==> src/rtl/bp_seq_pkg.sv <==
package bp_seq_pkg;

  typedef enum logic [2:0] {
    K_MEMRD = 3'd0,
    K_MEMWR = 3'd1,
    K_IOIN  = 3'd2,
    K_IOOUT = 3'd3,
    K_FETCH = 3'd4,
    K_INTA  = 3'd5
  } kind_e;

  typedef enum logic [1:0] {
    PH_IDLE = 2'd0,
    PH_T1   = 2'd1,
    PH_T2   = 2'd2,
    PH_T3   = 2'd3
  } phase_e;

  typedef struct packed {
    logic memr;
    logic m1;
    logic inp;
    logic out;
    logic wo;
    logic inta;
  } status_t;

  // Status pattern per request kind; unknown codes act as memory read.
  function automatic status_t status_of(input logic [2:0] k);
    status_t s;
    s = '0;
    case (k)
      K_MEMWR: s.wo = 1'b1;
      K_IOIN:  s.inp = 1'b1;
      K_IOOUT: begin s.out = 1'b1; s.wo = 1'b1; end
      K_FETCH: begin s.memr = 1'b1; s.m1 = 1'b1; end
      K_INTA:  s.inta = 1'b1;
      default: s.memr = 1'b1;
    endcase
    return s;
  endfunction

  function automatic logic status_reads(input status_t s);
    return s.memr | s.inp | s.inta;
  endfunction

  function automatic logic mem_write_strobe(input logic wr_active, input logic out_status);
    return wr_active & ~out_status;
  endfunction

endpackage

==> src/rtl/bp_phase_fsm.sv <==
module bp_phase_fsm
  import bp_seq_pkg::*;
(
  input  logic clk,
  input  logic rst_n,
  input  logic start,
  input  logic rdy,
  output logic ph_idle,
  output logic ph_t1,
  output logic ph_t2,
  output logic ph_t3
);

  phase_e ph_q;

  always_ff @(posedge clk or negedge rst_n) begin
    if (!rst_n) begin
      ph_q <= PH_IDLE;
    end else begin
      case (ph_q)
        PH_IDLE: if (start) ph_q <= PH_T1;
        PH_T1:   ph_q <= PH_T2;
        PH_T2:   if (rdy) ph_q <= PH_T3;
        default: ph_q <= PH_IDLE;
      endcase
    end
  end

  assign ph_idle = (ph_q == PH_IDLE);
  assign ph_t1   = (ph_q == PH_T1);
  assign ph_t2   = (ph_q == PH_T2);
  assign ph_t3   = (ph_q == PH_T3);

endmodule

==> src/rtl/bp_status_reg.sv <==
module bp_status_reg
  import bp_seq_pkg::*;
(
  input  logic       clk,
  input  logic       rst_n,
  input  logic       load,
  input  logic       clear,
  input  logic [2:0] kind,
  output status_t    st
);

  always_ff @(posedge clk or negedge rst_n) begin
    if (!rst_n) begin
      st <= '0;
    end else if (load) begin
      st <= status_of(kind);
    end else if (clear) begin
      st <= '0;
    end
  end

endmodule

==> src/rtl/bp_data_path.sv <==
module bp_data_path #(
  parameter int ADDR_W = 24,
  parameter int DATA_W = 8
) (
  input  logic              clk,
  input  logic              rst_n,
  input  logic              load,
  input  logic [ADDR_W-1:0] req_addr,
  input  logic [DATA_W-1:0] req_wdata,
  input  logic              capture,
  input  logic [DATA_W-1:0] bus_din,
  output logic [ADDR_W-1:0] bus_addr,
  output logic [DATA_W-1:0] bus_dout,
  output logic [DATA_W-1:0] rd_data
);

  always_ff @(posedge clk or negedge rst_n) begin
    if (!rst_n) begin
      bus_addr <= '0;
      bus_dout <= '0;
      rd_data  <= '0;
    end else begin
      if (load) begin
        bus_addr <= req_addr;
        bus_dout <= req_wdata;
      end
      if (capture) rd_data <= bus_din;
    end
  end

endmodule

==> src/rtl/bp_cycle_seq.sv <==
module bp_cycle_seq
  import bp_seq_pkg::*;
#(
  parameter int ADDR_W = 24,
  parameter int DATA_W = 8
) (
  input  logic              clk,
  input  logic              rst_n,
  input  logic              req_valid,
  output logic              req_ready,
  input  logic [2:0]        req_kind,
  input  logic [ADDR_W-1:0] req_addr,
  input  logic [DATA_W-1:0] req_wdata,
  output logic              rsp_valid,
  output logic [DATA_W-1:0] rsp_data,
  output logic [ADDR_W-1:0] bus_addr,
  output logic [DATA_W-1:0] bus_dout,
  input  logic [DATA_W-1:0] bus_din,
  input  logic              bus_rdy,
  output logic              psync,
  output logic              pstval_n,
  output logic              pdbin,
  output logic              pwr_n,
  output logic              mwrt,
  output logic              st_memr,
  output logic              st_m1,
  output logic              st_inp,
  output logic              st_out,
  output logic              st_wo_n,
  output logic              st_inta
);

  // Named internal events, visible to the bound checker.
  logic    ph_idle, ph_t1, ph_t2, ph_t3;
  logic    accept, capture, in_cycle, rd_cyc, wr_strobe;
  logic    rsp_q;
  status_t st;

  assign accept   = req_valid & ph_idle;
  assign in_cycle = ~ph_idle;

  bp_phase_fsm u_fsm (
    .clk     (clk),
    .rst_n   (rst_n),
    .start   (accept),
    .rdy     (bus_rdy),
    .ph_idle (ph_idle),
    .ph_t1   (ph_t1),
    .ph_t2   (ph_t2),
    .ph_t3   (ph_t3)
  );

  bp_status_reg u_st (
    .clk   (clk),
    .rst_n (rst_n),
    .load  (accept),
    .clear (ph_t3),
    .kind  (req_kind),
    .st    (st)
  );

  assign rd_cyc    = status_reads(st);
  assign capture   = ph_t2 & bus_rdy & rd_cyc;
  assign wr_strobe = ph_t2 & st.wo;

  bp_data_path #(.ADDR_W(ADDR_W), .DATA_W(DATA_W)) u_dp (
    .clk       (clk),
    .rst_n     (rst_n),
    .load      (accept),
    .req_addr  (req_addr),
    .req_wdata (req_wdata),
    .capture   (capture),
    .bus_din   (bus_din),
    .bus_addr  (bus_addr),
    .bus_dout  (bus_dout),
    .rd_data   (rsp_data)
  );

  always_ff @(posedge clk or negedge rst_n) begin
    if (!rst_n) rsp_q <= 1'b0;
    else        rsp_q <= capture;
  end

  assign rsp_valid = rsp_q;
  assign req_ready = ph_idle;
  assign psync     = ph_t1;
  assign pstval_n  = ~ph_t1;
  assign pdbin     = ph_t2 & rd_cyc;
  assign pwr_n     = ~wr_strobe;
  assign mwrt      = mem_write_strobe(wr_strobe, st.out);
  assign st_memr   = st.memr;
  assign st_m1     = st.m1;
  assign st_inp    = st.inp;
  assign st_out    = st.out;
  assign st_wo_n   = ~st.wo;
  assign st_inta   = st.inta;

endmodule

==> config.mk <==
export PLATFORM = sky130hd
export DESIGN_NAME = bp_cycle_seq
export DESIGN_NICKNAME = d
export VERILOG_FILES = /design/src/rtl/bp_seq_pkg.sv /design/src/rtl/bp_phase_fsm.sv /design/src/rtl/bp_status_reg.sv /design/src/rtl/bp_data_path.sv /design/src/rtl/bp_cycle_seq.sv
export SDC_FILE = /design/constraint.sdc
export NUM_CORES = 1
export LEC_CHECK = 0
export BUFFER_PORTS_ARGS = -buffer_cell sky130_fd_sc_hd__clkbuf_2
export CAP_MARGIN = 5
export CORE_UTILIZATION = 49
export CTS_BUF_LIST = sky130_fd_sc_hd__clkbuf_16
export DETAILED_ROUTE_END_ITERATION = 8
export PLACE_DENSITY = 0.93
export RECOVER_POWER = 50
export SETUP_SLACK_MARGIN = 0.05
export SLEW_MARGIN = 20
export SYNTH_ARGS = -nofsm -noshare
export SYNTH_HDL_FRONTEND = slang
export SYNTH_HIERARCHICAL = 1
export SYNTH_SLANG_ARGS = --single-unit
export TNS_END_PERCENT = 100
==> constraint.sdc <==
create_clock -name clk -period 2.8 [get_ports clk]
set_clock_uncertainty 0.15 [all_clocks]
set_input_delay 0.56 -clock clk [delete_from_list [all_inputs] [get_ports clk]]
set_output_delay 0.56 -clock clk [all_outputs]
set_load 0.02 [all_outputs]
==> results of run 1 <==
## layout by cell type, fill, tap and decap left out, types with 2 or more instances in the layout
cell type,Yosys,layout
a32o_1,2,2
a22o_1,2,2
inv_1,7,8
mux2_2,10,10
ha_1,4,4
clkbuf_2,0,74
buf_4,0,2
mux2_4,30,30
clkbuf_16,0,5
a32o_2,2,2
nand2b_1,2,2
dfrtp_1,49,49
nor2b_1,2,2
clkbuf_1,0,26
## cells by family after synthesis
kind of cell / after synthesis
compound gates: 10
fa+ha+maj: 4
buf+inv: 12
flops: 49
mux: 41
simple gates: 9
## final timing paths
check,from,end,slack (ns),cells past startpoint
min,u_dp/bus_addr[0]$_DFFE_PN0P_,u_dp/bus_addr[0]$_DFFE_PN0P_,0.36,1
max,u_fsm/ph_q[0]$_DFFE_PN0P_,mwrt,0.68,4
min reg2reg,u_dp/bus_addr[0]$_DFFE_PN0P_,u_dp/bus_addr[0]$_DFFE_PN0P_,0.36,1
max in group asynchronous,rst_n,u_dp/bus_addr[10]$_DFFE_PN0P_,1.37,2
min in group asynchronous,rst_n,u_dp/bus_addr[16]$_DFFE_PN0P_,0.44,2
max reg2reg,u_fsm/ph_q[0]$_DFFE_PN0P_,u_dp/rd_data[2]$_DFFE_PN0P_,0.89,4
## registers in the layout (all words and copies together), names as in the netlist
signal,cells
rsp_valid,1
u_st/st,6
u_dp/rd_data,8
u_dp/bus_addr,24
u_dp/bus_dout,8
u_fsm/ph_q,2
## report_power, final
part	leakage (uW)	switching, uW	total, uW	internal [uW]
Clock	0.0000754	242	571	329
Sequential	0.000593	210	1260	1050
Combinational	0.000735	879	1620	738
## metal layers
layer	vias up	wire length [um]
li1	643	-
met1	658	1790
met2	68	2120
met3	2	280
met4	0	23
met5	-	0
## cell type report
type | count | area (um^2)
clock buffers | 5 | 125
clock inverters | 3 | 17.5
fillers | 314 | 1330
inverters | 7 | 26.3
multi-input cells | 64 | 786
flip-flops and latches | 49 | 1230
well taps | 50 | 62.6
repair buffers | 102 | 483
## worst max-delay path, delay by kind of cell (launching register included)
family	cells	cell delay [ns]
adders and majority gates	1	0.27
buffers and inverters	2	0.25
DFF	1	0.41
and+or+nand+nor	1	0.19
## through the flow
step	std cells	worst slack (ns)	total power, uW	hold WS, ns	instance area, um^2
after global placement	272	0.971	2880	0.341	2620
after CTS	280	0.668	3530	0.243	2760
after global routing	280	0.608	3650	0.352	2730
final	280	0.678	3450	0.357	2730
after floorplan	125	0.836	2460	0.114	2110
after detailed placement	272	0.894	2950	0.343	2620
==> key figures, run 1 <==
Status
  – Status: complete, no violations

GRT
  – First-pass GRT wire length: 5950 um
  – Met2 Usage GRT: 0.298
  – Grt ovf: 0
  – Number of global-route vias before repair: 1,250
  – Largest net degree at the start of global routing: 50
  – Gr busiest metal: met2
  – Met3 Use GR: 0.0524
  – Initial antenna violation count: 0
  – Gr usage total: 0.180
  – Met1 GRT Util: 0.225

Synthesis
  – Synth Area in XOR/XNOR: 0
  – Post-synthesis cell count: 125
  – Largest family of logic cells by synthesized area: multiplexers
  – Yosys cell types: 23
  – Synth top area cells: dfrtp_1 (58%), mux2_4 (21%), mux2_2 (5.3%)
  – Post-synth EDFFs: 0
  – Simple-gate share of the synthesized area: 0.0278
  – Top FF cell, synth: dfrtp_1
  – Cell taking the most area after synthesis: dfrtp_1
  – Asr flop ratio synth: 1.00
  – Yosys reg bits: 49
  – Synth cell count leaders: dfrtp_1 (49), mux2_4 (30), mux2_2 (10)
  – Synth Warn #: 6
  – Top-count cell post-synth: dfrtp_1
  – Share of the synthesized area in the top cell type: 0.580
  – Mux share of post-synthesis cell area: 0.272
  – Synth Area in Compound Gates: 0.0480
  – Synth Area in Adders: 0.0237
  – Syn Area/Cell: 16.9 um^2
  – Register area share after synthesis: 0.580
  – Synthesized area: 2110 um^2
  – Post-synth net total: 176

STA
  – Final hold vios: 0
  – RSZ-0062 raised after global routing: no
  – Final cycle utilization of the critical path: 0.758
  – Relative slew slack: 0.232
  – Sum Neg Setup Slack: 0 ns
  – Worst-Margin Slew: 1.15 ns
  – Minimum clock period after layout: 2.12 ns
  – Fmax: 471 MHz
  – Setup violators final: 0
  – Fin. max-slew vios: 0

Final layout
  – Antenna Cells: 0
  – Share of layout cells above drive strength 1: 0.565
  – Fin nets: 280
  – Core Util, Final: 0.672
  – Area Growth Syn to Fin: 29.0%

Routing
  – DRC viols: 0
  – Initial DRC count: 60
  – Vias per cell: 4.90
  – WL per Instance: 15.0 um
  – Final WL: 4210 um
  – DR vias: 1,371
  – Routed Antenna Nets: 0
  – Detailed Routing Iterations Pass 1: 4

Clock tree
  – Worst skew pair latency: 0.28 ns
  – TritonCTS Buffers: 5
  – Post-CTS Resized: 0
  – Hold-fix buffers at CTS: 0
  – CTS sink count: 49
  – CTS tree: done
  – Clk slew on worst S/H paths: 0.06 ns
  – Clock root cell: clkbuf_16
  – Worst-case clock buffer depth: 2
  – Setup Buffers After CTS: 0
  – Htree depth: 2

Setup path
  – Cell Chain, Critical Path: inv_1, ha_1, and3b_1, clkbuf_2
  – CP max FO: 6
  – Crit-path slowest cell: dfrtp_1
  – Critical Path AT: 1.41 ns
  – Crit end category: output pin
  – Critical path's largest stage delay: 0.41 ns
  – Crit start category: register
  – WP data required: 2.09 ns
  – Critical path class: reg2out

Pwr
  – Pwr/cell area: 1270 nW/um^2
  – Static Leak: 0.00140 uW
  – VDD IR max: 0.535 mV

Floorplan
  – # rows: 23
  – Die height: 67.7 um
  – Die ar.: 4580 um^2
  – Die Wd: 67.7 um
  – Initial Utilization: 0.521
  – Core region area: 4060 um^2
  – Top Ports: 100

Placed design
  – Port bufs: 99
  – Gpl congestion: 0.747
  – Dpl hpwl: 3130 um

Hold path
  – Worst Hold Class: reg2reg

Flow run
  – Number of max-cap violations: 0
Power figures use the tool's default switching activity.
==> run 2, diff against run 1 <==
Settings changed: CORE_UTILIZATION 49 to 46, PLACE_DENSITY 0.93 to 0.88.
Clock period 2.8 ns to 2.05 ns, I/O delays scaled along.
==> run 2 against run 1 <==
- count of clock-buffer cells in the layout is the same
- core utilization shrank 2.9 points
- flip-flop and latch count is the same
- wire length grew 8.5%
- non-clock buffer count grew 1
- highest routed layer unchanged
- register-to-register slack lost 0.75 ns
- first-iteration DRC count grew 27%
- power grew 45%
- critical path depth is the same
- hold slack lost 0.15 ns
- global-route usage grew 0.27 points
- die area grew 6.3%
==> key figures, run 2 (synthesis results as in run 1) <==
Status
  – Status: complete, no violations (unchanged)

Pwr
  – Net Sw Power: 1860 uW (was 1330 uW)
  – Flop pwr share: 0.342 (was 0.365)
  – Clock network power share: 0.209 (was 0.166)
  – Pwr/cell area: 1780 nW/um^2 (was 1270 nW/um^2)
  – VDD IR max: 0.834 mV (was 0.535 mV)
  – Static Leak: 0.00139 uW (was 0.00140 uW)
  – Net Sw Frac: 0.372 (was 0.386)
  – Int Power: 3150 uW (was 2120 uW)
  – Logic pwr share: 0.449 (was 0.469)

Hold path
  – Worst hold stages: 2 (was 1)
  – Worst Hold Class: in2reg (was reg2reg)
  – Worst hold path endpoint: u_dp/bus_addr[14]$_DFFE_PN0P_ (was u_dp/bus_addr[0]$_DFFE_PN0P_)
  – Min-delay src: req_addr[14] (was u_dp/bus_addr[0]$_DFFE_PN0P_)

Final layout
  – Largest register by flop count: u_dp/bus_addr (unchanged)
  – Core Util, Final: 0.643 (was 0.672)
  – Max reg flops: 24 (unchanged)
  – Most frequent cells in the layout: clkbuf_2 (56), dfrtp_1 (49), clkbuf_1 (43), mux2_4 (30), mux2_2 (10) (was clkbuf_2 (74), dfrtp_1 (49), mux2_4 (30), clkbuf_1 (26), mux2_2 (10))
  – Fin area: 2820 um^2 (was 2730 um^2)
  – Area Growth Syn to Fin: 33.3% (was 29.0%)
  – Leading cell type in the layout, fill and taps excluded: clkbuf_2 (unchanged)
  – Fin nets: 281 (was 280)
  – Antenna Cells: 0 (unchanged)
  – Share of layout cells above drive strength 1: 0.498 (was 0.565)
  – Largest regs: u_dp/bus_addr: 24 flops, u_dp/bus_dout: 8 flops, u_dp/rd_data: 8 flops (unchanged)

Setup path
  – R2r endpoint: u_dp/rd_data[3]$_DFFE_PN0P_ (was u_dp/rd_data[2]$_DFFE_PN0P_)
  – WP data required: 1.49 ns (was 2.09 ns)
  – Crit-path slowest cell: dfrtp_1 (unchanged)
  – Cell Chain, Critical Path: inv_1, ha_2, and3b_1, clkbuf_2 (was inv_1, ha_1, and3b_1, clkbuf_2)
  – Path depth of the worst reg2reg path: 4 (unchanged)
  – Critical path class: reg2out (unchanged)
  – WP buf/inv: 2 (unchanged)
  – Crit start category: register (unchanged)
  – Critical path's largest stage delay: 0.41 ns (about the same)
  – FF-to-FF setup slack: 0.14 ns (was 0.89 ns)
  – Critical Path AT: 1.39 ns (was 1.41 ns)
  – Crit end category: output pin (unchanged)
  – CP max FO: 6 (unchanged)
  – Reg-to-Reg Start: u_fsm/ph_q[0]$_DFFE_PN0P_ (unchanged)
  – Family with the most delay on the worst path: flip-flops (unchanged)

Clock tree
  – CTS tree: done (unchanged)
  – Setup Buffers After CTS: 0 (unchanged)
  – Worst skew pair latency: 0.28 ns (about the same)
  – Worst-case clock buffer depth: 2 (unchanged)
  – Clk slew on worst S/H paths: 0.07 ns (was 0.06 ns)
  – Clock root cell: clkbuf_16 (unchanged)
  – Htree depth: 2 (unchanged)
  – CTS sink count: 49 (unchanged)
  – TritonCTS Buffers: 5 (unchanged)

Routing
  – Routed Antenna Nets: 0 (unchanged)
  – Vias per cell: 4.87 (was 4.90)
  – DRC viols: 0 (unchanged)
  – WL per Instance: 16.1 um (was 15.0 um)
  – Final WL: 4570 um (was 4210 um)
  – DR vias: 1,377 (was 1,371)
  – Initial DRC count: 76 (was 60)
  – Detailed Routing Iterations Pass 1: 4 (unchanged)

Placed design
  – Port bufs: 99 (unchanged)
  – Gpl congestion: 0.760 (was 0.747)
  – Area post-placement: 2640 um^2 (was 2620 um^2)
  – Worst Setup Slack post-DPL: 0.0846 ns (was 0.894 ns)
  – Dpl hpwl: 3240 um (was 3130 um)

STA
  – Worst-Margin Slew: 1.12 ns (was 1.15 ns)
  – Relative slew slack: 0.251 (was 0.232)
  – Sum Neg Setup Slack: 0 ns (unchanged)
  – Final hold vios: 0 (unchanged)
  – Minimum clock period after layout: 1.95 ns
  – Final cycle utilization of the critical path: 0.953
  – Setup ws final: 0.0972 ns (was 0.678 ns)
  – Setup violators final: 0 (unchanged)
  – RSZ-0062 raised after global routing: yes (was no)
  – Fin. max-slew vios: 0 (unchanged)
  – Fmax: 512 MHz

Floorplan
  – Die Wd: 69.8 um (was 67.7 um)
  – Initial Utilization: 0.482 (was 0.521)
  – Die ar.: 4870 um^2 (was 4580 um^2)
  – Core region area: 4380 um^2 (was 4060 um^2)
  – # rows: 24 (was 23)
  – Top Ports: 100 (unchanged)
  – Die height: 69.8 um (was 67.7 um)

GRT
  – Largest net degree at the start of global routing: 33 (was 50)
  – Gr usage total: 0.183 (was 0.180)
  – First-pass GRT wire length: 6890 um (was 5950 um)
  – Number of global-route vias before repair: 1,393 (was 1,250)
  – Grt ovf: 0 (unchanged)
  – Initial antenna violation count: 0 (unchanged)

Flow run
  – Number of max-cap violations: 0 (unchanged)
-- run 2: what timing repair did --
item | in CTS | in global routing
cloned | 0 | 1
hold buffers | 1 | 0
resized for setup | 1 | 1
hold endpoints to repair | 20 | 0
setup endpoints to repair | 2 | 4
-- run 2: routing by layer --
layer / routed length (um) / vias to the layer above / global-route usage / share of wire
li1: - / 650 / - / -
met1: 1960 / 666 / 0.237 / 0.43
met2: 2320 / 57 / 0.294 / 0.51
met3: 248 / 4 / 0.0494 / 0.054
met4: 40 / 0 / 0.0689 / 0.0088
met5: 0 / - / 0 / 0
-- run 2: power groups by stage --
| stage | Clock [uW] | Combinational (uW) | Sequential [uW] |
|---|---|---|---|
| detailed placement | 0 | 2310 | 1730 |
| finish | 1040 | 2250 | 1710 |
| global route | 1110 | 2380 | 1770 |
| global placement | 0 | 2260 | 1700 |
| CTS | 1070 | 2330 | 1720 |
| floorplan | 0 | 1130 | 2230 |
-- run 2: final cells by class --
type                    count  area [um^2]
multi-input cells          64          790
well taps                  52         65.1
flip-flops and latches     49         1230
inverters                   7         26.3
clock buffers               5          125
clock inverters             3         68.8
repair buffers            103          517
fillers                   338         1570
-- run 2: how the worst max path moves through the flow --
stage / slack, ns / from / depth (start not counted) / end
detailed placement: 0.08 / u_fsm/ph_q[0]$_DFFE_PN0P_ / 4 / u_dp/rd_data[3]$_DFFE_PN0P_
global placement: 0.16 / u_fsm/ph_q[0]$_DFFE_PN0P_ / 4 / u_dp/rd_data[0]$_DFFE_PN0P_
floorplan: 0.09 / u_fsm/ph_q[0]$_DFFE_PN0P_ / 6 / u_dp/bus_addr[0]$_DFFE_PN0P_
global route: 0.04 / u_fsm/ph_q[0]$_DFFE_PN0P_ / 4 / mwrt
finish: 0.1 / u_fsm/ph_q[0]$_DFFE_PN0P_ / 4 / mwrt
CTS: 0.09 / u_fsm/ph_q[0]$_DFFE_PN0P_ / 4 / mwrt
-- run 2: stage by stage --
step                power (uW)  cells  hold slack, ns
detailed placement        4040    273           0.255
global placement          3960    273           0.252
finish                    5010    283           0.208
floorplan                 3360    125         -0.0356
global route              5260    283           0.198
CTS                       5110    282           0.200
==> run 3, diff against run 2 <==
--- a/config.mk
+++ b/config.mk
@@ -9,3 +9,3 @@
 export CAP_MARGIN = 5
-export CORE_UTILIZATION = 46
+export CORE_UTILIZATION = 45
 export CTS_BUF_LIST = sky130_fd_sc_hd__clkbuf_16
@@ -18,3 +18,2 @@
 export SYNTH_HDL_FRONTEND = slang
-export SYNTH_HIERARCHICAL = 1
 export SYNTH_SLANG_ARGS = --single-unit
==> constraint.sdc (replaced) <==
create_clock -name clk -period 2.05 [get_ports clk]
set_clock_uncertainty 0.15 [all_clocks]
set_input_delay 0.205 -clock clk [delete_from_list [all_inputs] [get_ports clk]]
set_output_delay 0.205 -clock clk [all_outputs]
set_load 0.02 [all_outputs]
==> run 3 against run 2 <==
- synthesized cell count up 4.0%
- count of clock-buffer cells in the layout unchanged
- sequential share of layout area up 2.9 points
- power down 12%
- critical path type unchanged
- highest routed layer unchanged
==> key figures, run 3 <==
Floorplan
  – Core region area: 4090 um^2 (was 4380 um^2)
  – # rows: 23 (was 24)
  – Initial Utilization: 0.481 (was 0.482)
  – Top Ports: 100 (unchanged)
  – Die Wd: 68.1 um (was 69.8 um)
  – Die height: 68.1 um (was 69.8 um)
  – Die ar.: 4640 um^2 (was 4870 um^2)

Clock tree
  – Worst-case clock buffer depth: 2 (unchanged)
  – TritonCTS Buffers: 5 (unchanged)
  – CTS tree: done (unchanged)
  – CTS sink count: 49 (unchanged)
  – Htree depth: 2 (unchanged)
  – Clk slew on worst S/H paths: 0.06 ns (was 0.07 ns)
  – Worst skew pair latency: 0.28 ns (about the same)
  – Clock root cell: clkbuf_16 (unchanged)
  – Post-CTS Resized: 0 (was 1)

GRT
  – Number of global-route vias before repair: 1,361 (was 1,393)
  – Initial antenna violation count: 0 (unchanged)
  – Gr usage total: 0.185 (was 0.183)
  – Largest net degree at the start of global routing: 50 (was 33)
  – First-pass GRT wire length: 6260 um (was 6890 um)
  – Grt ovf: 0 (unchanged)

Synthesis
  – Top-count cell post-synth: dfrtp_1 (unchanged)
  – Syn Area/Cell: 15.1 um^2 (was 16.9 um^2)
  – Synth top area cells: dfrtp_1 (62%), mux2_2 (23%), ha_1 (3.2%) (was dfrtp_1 (58%), mux2_4 (21%), mux2_2 (5.3%))
  – Asr flop ratio synth: 1.00 (unchanged)
  – Yosys cell types: 20 (was 23)
  – Synth Warn #: 0 (was 6)
  – Yosys reg bits: 49 (unchanged)
  – Cell taking the most area after synthesis: dfrtp_1 (unchanged)
  – Register area share after synthesis: 0.624 (was 0.580)
  – Synth Area in Adders: 0.0318 (was 0.0237)
  – Synth cell count leaders: dfrtp_1 (49), mux2_2 (41), inv_1 (9) (was dfrtp_1 (49), mux2_4 (30), mux2_2 (10))
  – Synthesized area: 1970 um^2 (was 2110 um^2)
  – Mux share of post-synthesis cell area: 0.240 (was 0.272)
  – Post-synth EDFFs: 0 (unchanged)
  – Synth Area in Compound Gates: 0.0535 (was 0.0480)
  – Top FF cell, synth: dfrtp_1 (unchanged)
  – Synth Area in XOR/XNOR: 0 (unchanged)
  – Simple-gate share of the synthesized area: 0.0242 (was 0.0278)
  – Largest family of logic cells by synthesized area: multiplexers (unchanged)
  – Post-synthesis cell count: 130 (was 125)
  – Post-synth net total: 182 (was 176)
  – Share of the synthesized area in the top cell type: 0.624 (was 0.580)

Pwr
  – Pwr/cell area: 1670 nW/um^2 (was 1780 nW/um^2)
  – Pwr Total: 4420 uW (was 5010 uW)
  – VDD IR max: 0.920 mV (was 0.834 mV)
  – Static Leak: 0.00126 uW (was 0.00139 uW)

Setup path
  – Crit end category: output pin (unchanged)
  – Path depth of the worst reg2reg path: 5 (was 4)
  – FF-to-FF setup slack: 0.30 ns (was 0.14 ns)
  – Crit start category: register (unchanged)
  – WP data required: 1.69 ns (was 1.49 ns)
  – Critical Path AT: 1.46 ns (was 1.39 ns)
  – Critical path class: reg2out (unchanged)
  – CP max FO: 4 (was 6)

Routing
  – Detailed Routing Iterations Pass 1: 6 (was 4)
  – Final WL: 4030 um (was 4570 um)
  – Routed Antenna Nets: 0 (unchanged)
  – Initial DRC count: 62 (was 76)
  – DR vias: 1,391 (was 1,377)
  – WL per Instance: 14.1 um (was 16.1 um)
  – DRC viols: 0 (unchanged)
  – Vias per cell: 4.85 (was 4.87)

Final layout
  – Area Growth Syn to Fin: 34.4% (was 33.3%)
  – Max reg flops: 24 (unchanged)
  – Largest register by flop count: u_dp.bus_addr (was u_dp/bus_addr)
  – Antenna Cells: 0 (unchanged)
  – Fin nets: 289 (was 281)
  – Largest regs: u_dp.bus_addr: 24 flops, u_dp.bus_dout: 8 flops, u_dp.rd_data: 8 flops (was u_dp/bus_addr: 24 flops, u_dp/bus_dout: 8 flops, u_dp/rd_data: 8 flops)
  – Most frequent cells in the layout: clkbuf_2 (57), dfrtp_1 (49), clkbuf_1 (43), mux2_2 (41), inv_1 (9) (was clkbuf_2 (56), dfrtp_1 (49), clkbuf_1 (43), mux2_4 (30), mux2_2 (10))
  – Leading cell type in the layout, fill and taps excluded: clkbuf_2 (unchanged)
  – Share of layout cells above drive strength 1: 0.451 (was 0.498)

Placed design
  – Dpl hpwl: 2980 um (was 3240 um)
  – Gpl congestion: 0.785 (was 0.760)
  – Port bufs: 99 (unchanged)

STA
  – Final cycle utilization of the critical path: 0.885 (was 0.953)
  – RSZ-0062 raised after global routing: no (was yes)
  – Sum Neg Setup Slack: 0 ns (unchanged)
  – Fin. max-slew vios: 0 (unchanged)
  – Worst-Margin Slew: 1.18 ns (was 1.12 ns)
  – Relative slew slack: 0.210 (was 0.251)
  – Setup violators final: 0 (unchanged)
  – Final hold vios: 0 (unchanged)
  – Fmax: 551 MHz (was 512 MHz)
  – Minimum clock period after layout: 1.81 ns (was 1.95 ns)

Flow run
  – Number of max-cap violations: 0 (unchanged)

Status
  – Status: complete, no violations (unchanged)

Hold path
  – Worst Hold Class: in2reg (unchanged)
  – Worst hold stages: 2 (unchanged)
-- run 3: cell types whose count changed after synthesis, moves of 3 or more --
cell | previous run | this run
mux2_2 | 10 | 41
mux2_4 | 30 | 0
nand3_1 | 0 | 4
buf_12 | 3 | 0
-- run 3: logic make-up (layout without fill, tap and decap cells) --
| family | count (synthesis) | after routing |
|---|---|---|
| and+or+nand+nor | 10 | 10 |
| AOI/OAI and AO/OA | 11 | 11 |
| muxes | 42 | 42 |
| adders and majority gates | 5 | 5 |
| buffers and inverters | 13 | 120 |
| DFF | 49 | 49 |
-- run 3: path summary, 6_finish.rpt --
check,to,startpoint
max,mwrt,u_fsm.ph_q[0]$_DFFE_PN0P_
min in group asynchronous,u_dp.bus_addr[10]$_DFFE_PN0P_,rst_n
max in group asynchronous,u_dp.bus_addr[13]$_DFFE_PN0P_,rst_n
min,u_dp.bus_addr[7]$_DFFE_PN0P_,req_addr[7]
max reg2reg,u_dp.bus_addr[14]$_DFFE_PN0P_,u_fsm.ph_q[0]$_DFFE_PN0P_
min reg2reg,u_dp.bus_addr[7]$_DFFE_PN0P_,u_dp.bus_addr[7]$_DFFE_PN0P_
-- run 3: stage by stage --
step | instance area, um^2 | worst slack [ns] | instances | hold WS, ns | utilization
global placement | 2530 | 0.375 | 277 | 0.185 | 0.620
finish | 2640 | 0.236 | 287 | 0.00445 | 0.647
floorplan | 1970 | 0.266 | 130 | -0.241 | -
CTS | 2700 | 0.235 | 287 | 0.00244 | 0.660
global route | 2640 | 0.104 | 287 | 0.00154 | 0.647
detailed placement | 2530 | 0.300 | 277 | 0.195 | 0.620
-- run 3: critical path: stages, from the launching register on --
cell and delay (ns):
dfrtp_1 0.40, inv_1 0.13, ha_1 0.24, nand2_1 0.09
nor2_1 0.13, clkbuf_2 0.20
-- run 3: routing by layer --
| layer | part of all wire | wire length [um] | GRT usage | up-vias |
|---|---|---|---|---|
| met2 | 0.52 | 2090 | 0.311 | 55 |
| met5 | 0 | 0 | 0 | - |
| met3 | 0.054 | 217 | 0.0483 | 4 |
| met1 | 0.42 | 1690 | 0.234 | 663 |
| met4 | 0.0079 | 32 | 0.0547 | 0 |
| li1 | - | - | - | 669 |
-- run 3: timing repair --
| item | in CTS | in global routing |
|---|---|---|
| hold buffers | 3 | 0 |
| buffers inserted | 0 | 0 |
| hold endpoints to repair | 51 | 0 |
-- run 3: power breakdown --
part	internal [uW]	leakage, uW	total, uW	switching, uW
combinational	776	0.000606	1960	1180
clock	441	0.0000633	762	321
sequential	1440	0.000593	1700	263
total	2650	0.00126	4420	1770
-- run 3: layout make-up --
| cell class | instances | area, um^2 |
|---|---|---|
| fillers | 344 | 1440 |
| flip-flops and latches | 49 | 1230 |
| multi-input cells | 68 | 687 |
| repair buffers | 104 | 497 |
| clock buffers | 5 | 125 |
| well taps | 50 | 62.6 |
| inverters | 9 | 33.8 |
| clock inverters | 2 | 11.3 |
